[src/rtl/pfu_pkg.sv]
`timescale 1ns/1ps
package pfu_pkg;
    typedef enum logic [2:0] {
        CMD_IDLE = 3'd0,
        CMD_SEQ  = 3'd1,
        CMD_JUMP = 3'd2,
        CMD_CALL = 3'd3,
        CMD_RET  = 3'd4,
        CMD_RST  = 3'd5
    } flow_cmd_e;

    localparam int FLAG_N = 4;
    localparam int COND_W = 3;
    localparam int VEC_W  = 3;
    localparam int LEN_W  = 2;
endpackage

[src/rtl/pfu_cond_eval.sv]
`timescale 1ns/1ps
module pfu_cond_eval
    import pfu_pkg::*;
(
    input  logic [COND_W-1:0] cond_sel,
    input  logic [FLAG_N-1:0] flags,
    output logic              cond_ok
);
    logic picked;

    always_comb begin
        picked  = flags[cond_sel[1:0]];
        cond_ok = (picked == cond_sel[2]);
    end
endmodule

[src/rtl/pfu_ret_stack.sv]
`timescale 1ns/1ps
module pfu_ret_stack #(
    parameter int DEPTH = 7,
    parameter int W     = 14
) (
    input  logic         clk,
    input  logic         rst,
    input  logic         push,
    input  logic         pop,
    input  logic [W-1:0] wdata,
    output logic [W-1:0] rdata
);
    localparam int PW = (DEPTH > 1) ? $clog2(DEPTH) : 1;
    localparam logic [PW-1:0] TOP = PW'(DEPTH - 1);

    typedef struct packed {
        logic [DEPTH-1:0][W-1:0] slot;
        logic [PW-1:0]           sp;
    } stk_t;

    stk_t st_d, st_q;
    logic [PW-1:0] rd_idx;
    logic [PW-1:0] sp_up;

    always_comb begin
        rd_idx = (st_q.sp == '0) ? TOP : st_q.sp - PW'(1);
        sp_up  = (st_q.sp == TOP) ? '0 : st_q.sp + PW'(1);
        rdata  = st_q.slot[rd_idx];
        st_d   = st_q;
        if (push) begin
            st_d.slot[st_q.sp] = wdata;
            st_d.sp            = sp_up;
        end else if (pop) begin
            st_d.sp = rd_idx;
        end
    end

    always_ff @(posedge clk) begin
        if (rst) st_q <= '0;
        else     st_q <= st_d;
    end

    assert_wrap_up_R9: assert property (@(posedge clk) disable iff (rst)
        (push && st_q.sp == TOP) |=> (st_q.sp == '0));

    assert_wrap_down_R10: assert property (@(posedge clk) disable iff (rst)
        (pop && !push && st_q.sp == '0) |=> (st_q.sp == TOP));

    assert_push_pop_excl_R6: assert property (@(posedge clk) disable iff (rst)
        !(push && pop));
endmodule

[src/rtl/pfu_next_pc.sv]
`timescale 1ns/1ps
module pfu_next_pc
    import pfu_pkg::*;
#(
    parameter int PC_W   = 14,
    parameter int BYTE_W = 8
) (
    input  flow_cmd_e          cmd,
    input  logic               cond_use,
    input  logic               cond_ok,
    input  logic [PC_W-1:0]    pc_q,
    input  logic [LEN_W-1:0]   insn_len,
    input  logic [BYTE_W-1:0]  addr_lo,
    input  logic [BYTE_W-1:0]  addr_hi,
    input  logic [VEC_W-1:0]   rst_vec,
    input  logic [PC_W-1:0]    pop_data,
    output logic [PC_W-1:0]    pc_d,
    output logic [PC_W-1:0]    push_data,
    output logic               push,
    output logic               pop,
    output logic               taken_d
);
    localparam int HI_W = PC_W - BYTE_W;

    logic [PC_W-1:0] pc_seq;
    logic [PC_W-1:0] target;
    logic [PC_W-1:0] vec_addr;
    logic            go;

    always_comb begin
        pc_seq    = pc_q + PC_W'(insn_len);
        target    = {addr_hi[HI_W-1:0], addr_lo};
        vec_addr  = PC_W'({rst_vec, 3'b000});
        go        = !cond_use || cond_ok;
        push_data = pc_seq;
        pc_d      = pc_q;
        push      = 1'b0;
        pop       = 1'b0;
        taken_d   = 1'b0;
        case (cmd)
            CMD_SEQ: pc_d = pc_seq;
            CMD_JUMP: begin
                pc_d    = go ? target : pc_seq;
                taken_d = go;
            end
            CMD_CALL: begin
                pc_d    = go ? target : pc_seq;
                push    = go;
                taken_d = go;
            end
            CMD_RET: begin
                pc_d    = go ? pop_data : pc_seq;
                pop     = go;
                taken_d = go;
            end
            CMD_RST: begin
                pc_d    = vec_addr;
                push    = 1'b1;
                taken_d = 1'b1;
            end
            default: pc_d = pc_q;
        endcase
    end
endmodule

[src/rtl/prog_flow_unit.sv]
`timescale 1ns/1ps
module prog_flow_unit
    import pfu_pkg::*;
#(
    parameter int PC_W        = 14,
    parameter int BYTE_W      = 8,
    parameter int STACK_DEPTH = 7
) (
    input  logic              clk,
    input  logic              rst,
    input  logic [2:0]        cmd,
    input  logic              cond_use,
    input  logic [2:0]        cond_sel,
    input  logic              flag_carry,
    input  logic              flag_zero,
    input  logic              flag_sign,
    input  logic              flag_parity,
    input  logic [BYTE_W-1:0] addr_lo,
    input  logic [BYTE_W-1:0] addr_hi,
    input  logic [2:0]        rst_vec,
    input  logic [1:0]        insn_len,
    output logic [PC_W-1:0]   pc,
    output logic              taken
);
    localparam int HI_W = PC_W - BYTE_W;

    typedef struct packed {
        logic [PC_W-1:0] pc;
        logic            taken;
    } flow_t;

    flow_t st_d, st_q;

    flow_cmd_e       cmd_e;
    logic [FLAG_N-1:0] flags;
    logic            cond_ok;
    logic [PC_W-1:0] pc_nx, push_data, pop_data;
    logic            push, pop, taken_nx;

    assign cmd_e = flow_cmd_e'(cmd);
    assign flags = {flag_parity, flag_sign, flag_zero, flag_carry};

    pfu_cond_eval u_cond (
        .cond_sel (cond_sel),
        .flags    (flags),
        .cond_ok  (cond_ok)
    );

    pfu_next_pc #(.PC_W(PC_W), .BYTE_W(BYTE_W)) u_next (
        .cmd       (cmd_e),
        .cond_use  (cond_use),
        .cond_ok   (cond_ok),
        .pc_q      (st_q.pc),
        .insn_len  (insn_len),
        .addr_lo   (addr_lo),
        .addr_hi   (addr_hi),
        .rst_vec   (rst_vec),
        .pop_data  (pop_data),
        .pc_d      (pc_nx),
        .push_data (push_data),
        .push      (push),
        .pop       (pop),
        .taken_d   (taken_nx)
    );

    pfu_ret_stack #(.DEPTH(STACK_DEPTH), .W(PC_W)) u_stack (
        .clk   (clk),
        .rst   (rst),
        .push  (push),
        .pop   (pop),
        .wdata (push_data),
        .rdata (pop_data)
    );

    always_comb begin
        st_d       = st_q;
        st_d.pc    = pc_nx;
        st_d.taken = taken_nx;
    end

    always_ff @(posedge clk) begin
        if (rst) st_q <= '0;
        else     st_q <= st_d;
    end

    assign pc    = st_q.pc;
    assign taken = st_q.taken;

    assert_idle_hold_R11: assert property (@(posedge clk) disable iff (rst)
        (cmd == 3'd0) |=> ($stable(pc) && !taken));

    assert_skip_len_R3: assert property (@(posedge clk) disable iff (rst)
        (cmd == 3'd2 && cond_use && !cond_ok) |=>
        (pc == $past(pc) + PC_W'($past(insn_len))));

    assert_rst_vector_R7: assert property (@(posedge clk) disable iff (rst)
        (cmd == 3'd5) |=> (pc == PC_W'({$past(rst_vec), 3'b000}) && taken));

    assert_target_R8: assert property (@(posedge clk) disable iff (rst)
        (cmd == 3'd2 && !cond_use) |=>
        (pc == {$past(addr_hi[HI_W-1:0]), $past(addr_lo)}));
endmodule

[config.mk]
export PLATFORM = sky130hd
export DESIGN_NAME = prog_flow_unit
export DESIGN_NICKNAME = d
export VERILOG_FILES = /design/src/rtl/pfu_pkg.sv /design/src/rtl/pfu_cond_eval.sv /design/src/rtl/pfu_ret_stack.sv /design/src/rtl/pfu_next_pc.sv /design/src/rtl/prog_flow_unit.sv
export SDC_FILE = /design/constraint.sdc
export NUM_CORES = 1
export LEC_CHECK = 0
export BUFFER_PORTS_ARGS = -buffer_cell sky130_fd_sc_hd__buf_4
export CELL_PAD_IN_SITES_DETAIL_PLACEMENT = 0
export CELL_PAD_IN_SITES_GLOBAL_PLACEMENT = 1
export CORE_AREA = 2 2 132 134
export DETAILED_ROUTE_END_ITERATION = 6
export DIE_AREA = 0 0 134 136
export PLACE_DENSITY_LB_ADDON = 0.1
export RECOVER_POWER = 25
export SETUP_SLACK_MARGIN = 0.05
export SLEW_MARGIN = 20
export SYNTH_ARGS = -nofsm -noshare
export SYNTH_HDL_FRONTEND = slang
export SYNTH_SLANG_ARGS = --single-unit
[constraint.sdc]
create_clock -name clk -period 3 [get_ports clk]
set_input_delay 0.3 -clock clk [delete_from_list [all_inputs] [get_ports clk]]
set_output_delay 0.3 -clock clk [all_outputs]
set_load 0.01 [all_outputs]
==> run metrics <==
status complete, no violations; I/O Buffers 46; Clock Path Buffers 2; Crit. End Element flip-flop; initial antenna violation count 0; global route hottest layer met2; Critical Path AT slightly below 3 ns; # IOs around 50; Final Util between 40% and 50%; multi-input logic area 3162 um2; most frequent cells after synthesis 116 x dfxtp_1, 103 x nor2_1, 68 x a211oi_1; WHS 0.1877 ns; Slew HR 34.93%; cts hold-fix bufs 0; first-pass GRT wire length 29.84 mm; H-tree levels 4; RSZ-0062 raised after global routing no; number of synthesized flops with an enable pin 0; HP Class input pin to flip-flop; total CTS buffers 17; Final #Nets 780; P&R area growth vs syn 21.12%; total negative setup slack 0 ns; Num Clock Sinks 116; met2 usage 35.56%; Syn Inst Count 679; Worst Tran Pin Value 0.9760 ns; Crit Reg-Reg Endpoint pc[12]; Min Clock Period, post-route 2.581 ns; drt pass-1 iters 5; CP startpoint kind input pin; remaining global-route overflow 0; synth top area cells dfxtp_1 40%, a211oi_1 8.8%, nor2_1 6.7%, mux4_2 4.7%, nand2_1 4.3%; Tcrit/Tclk final 86.02%; power per cell area 623.3 nW/um2; biggest area consumer among synthesized cells dfxtp_1; Syn Area/Cell 8.497 um2; met1 Usage GRT 27.98%; Placer Congestion around 0.9; layout cells sized above 1 16.82%; f_max 0.3875 GHz; FILL cells 1731; Crit Path Max Fanout 12; Max-Cap Viols 0; area fraction of the dominant cell type after synthesis 40.25%; RR Startpoint pc[0]; Yosys warning count 0; register area 2322 um2; Distinct cells, synth 58; die height around 140 um; number of diodes 0; #FFs+latches synth 116; Async SR Flop Fraction 0%; routed via count ~5400; Cell Area, Synth 5769 um2; top_reg_cell synth dfxtp_1; crit path buf inv count 2; GR Layer Usage met3 4.661%; worst-path cell chain clkbuf_1 -> mux2i_1 -> xnor2_1 -> a221o_1 -> a21oi_1 -> and3_1 -> clkbuf_1 -> nor2_1 -> a211oi_1; Die ar. 18220 um2; vias in the first global route 5344; Via density 5.504; Core Region 16880 um2; slowest CP cell clkbuf_1; Die W 134 um; Iter 0 DRT Violations between 300 and 400; PnR worst setup slack 0.4193 ns; max incr delay on CP 0.56 ns; fin area 6988 um2; Hold Violations, Final 0; largest net degree at the start of global routing 48; Syn Nets 721; CP most frequent cell clkbuf_1; Rows 48; Setup Fix Bufs, Post-CTS 0; worst skew pair latency around 0.42 ns; TritonCTS clock tree yes; Worst R2R Setup Slack about 0.43 ns; Routed WL per cell 19.81 um; DRT Wirelength 19.29 mm; pins over their slew limit 0; CP Class input pin to flip-flop; worst vdd ir 407.8 uV; Worst Setup EP u_stack.st_q[37]; starting density of the core 34.19%; DRC viols 0; Layout Skew 0.008744 ns; Root Driver clkbuf_16; area post-placement 6509 um2; cell family with most CP delay compound AO/OA/AOI/OAI gates; clock transition at the registers of the reported paths 0.05 ns; endpoints failing setup 0; Crit path depth 9; Resized Gates After CTS 0; LEAKAGE 2.419 nW; R2R depth 9; Routed Antenna Nets 0; Crit. Startpoint cond_sel[1]; CP required 3.33 ns; Place WS 0.4238 ns; Final HPWL DP 13.87 mm; Tot GR Track Use a little over a fifth; register area share after synthesis between 40% and 50%; top-count cell post-synth dfxtp_1
final cells by class:
type                       instances  area share [%]
timing repair buffer              90           8.612
inverter                           8          0.4297
sequential                       116           33.23
clock buffer                      21           6.589
multi-input combinational        505           45.25
tap                              225           4.029
clock inverter                     9           1.862
worst min-delay path by stage:
stage	startpoint	slack (ns)	end	depth (start not counted)
floorplan	u_stack.st_q[53]	0.43	u_stack.st_q[53]	2
global placement	u_stack.st_q[73]	0.44	u_stack.st_q[73]	2
detailed placement	u_stack.st_q[87]	0.45	u_stack.st_q[87]	2
CTS	addr_lo[5]	0.18	pc[5]	3
global route	addr_lo[5]	0.20	pc[5]	3
finish	addr_lo[5]	0.19	pc[5]	3
cell families after synthesis:
kind of cell | after synthesis | share of synthesized area [%]
adder cells (fa/ha/maj) | 8 | 1.865
AO/OA/AOI/OAI | 210 | 24.66
flip-flops | 116 | 40.25
AND/OR/NAND/NOR | 241 | 18.22
XOR/XNOR | 13 | 1.974
multiplexers | 33 | 8.523
buffers and inverters | 58 | 4.511
registers in the layout, summed over array words and instances (netlist names):
register and flops:
u_stack.st_q 101, pc 14, taken 1
layout by cell type, fill, tap and decap left out, types with 7 or more instances in the layout:
master     synthesis  final
mux2i_1           12     12
a21oi_1           44     44
clkbuf_1          32     25
a211oi_1          68     69
dfxtp_1          116    116
ha_1               7      7
xnor2_1            8      8
mux2_2             9      9
clkbuf_16          0     17
nand2_1           66     66
buf_4              6     66
a31oi_1            7      7
mux4_2            12     12
nor2_1           103    103
o21ai_0           38     38
nand3_1           30     30
metrics by stage:
| stage | total power [mW] | cells |
|---|---|---|
| finish | 4.355 | 974 |
| global route | 4.514 | 974 |
| floorplan | 2.060 | 679 |
| detailed placement | 2.356 | 944 |
| CTS | 4.406 | 974 |
| global placement | 2.349 | 944 |
worst min-delay path, cell delays in order:
cell and delay (ns):
buf_4 0.11, nand3_1 0.06, a311oi_1 0.08
metal layers:
metal,share of wire (%),vias up
met1,46,2570
met3,4.8,36
met2,46,143
li1,-,2612
met4,3.0,0
met5,0,-
power breakdown:
group | switching, mW | leakage, nW | internal (mW)
combinational | 0.431 | 1.20 | 0.250
clock | 0.711 | 0.277 | 1.33
sequential | 0.0403 | 0.939 | 1.59
total | 1.18 | 2.42 | 3.17
(Power assumes the default switching activity.)
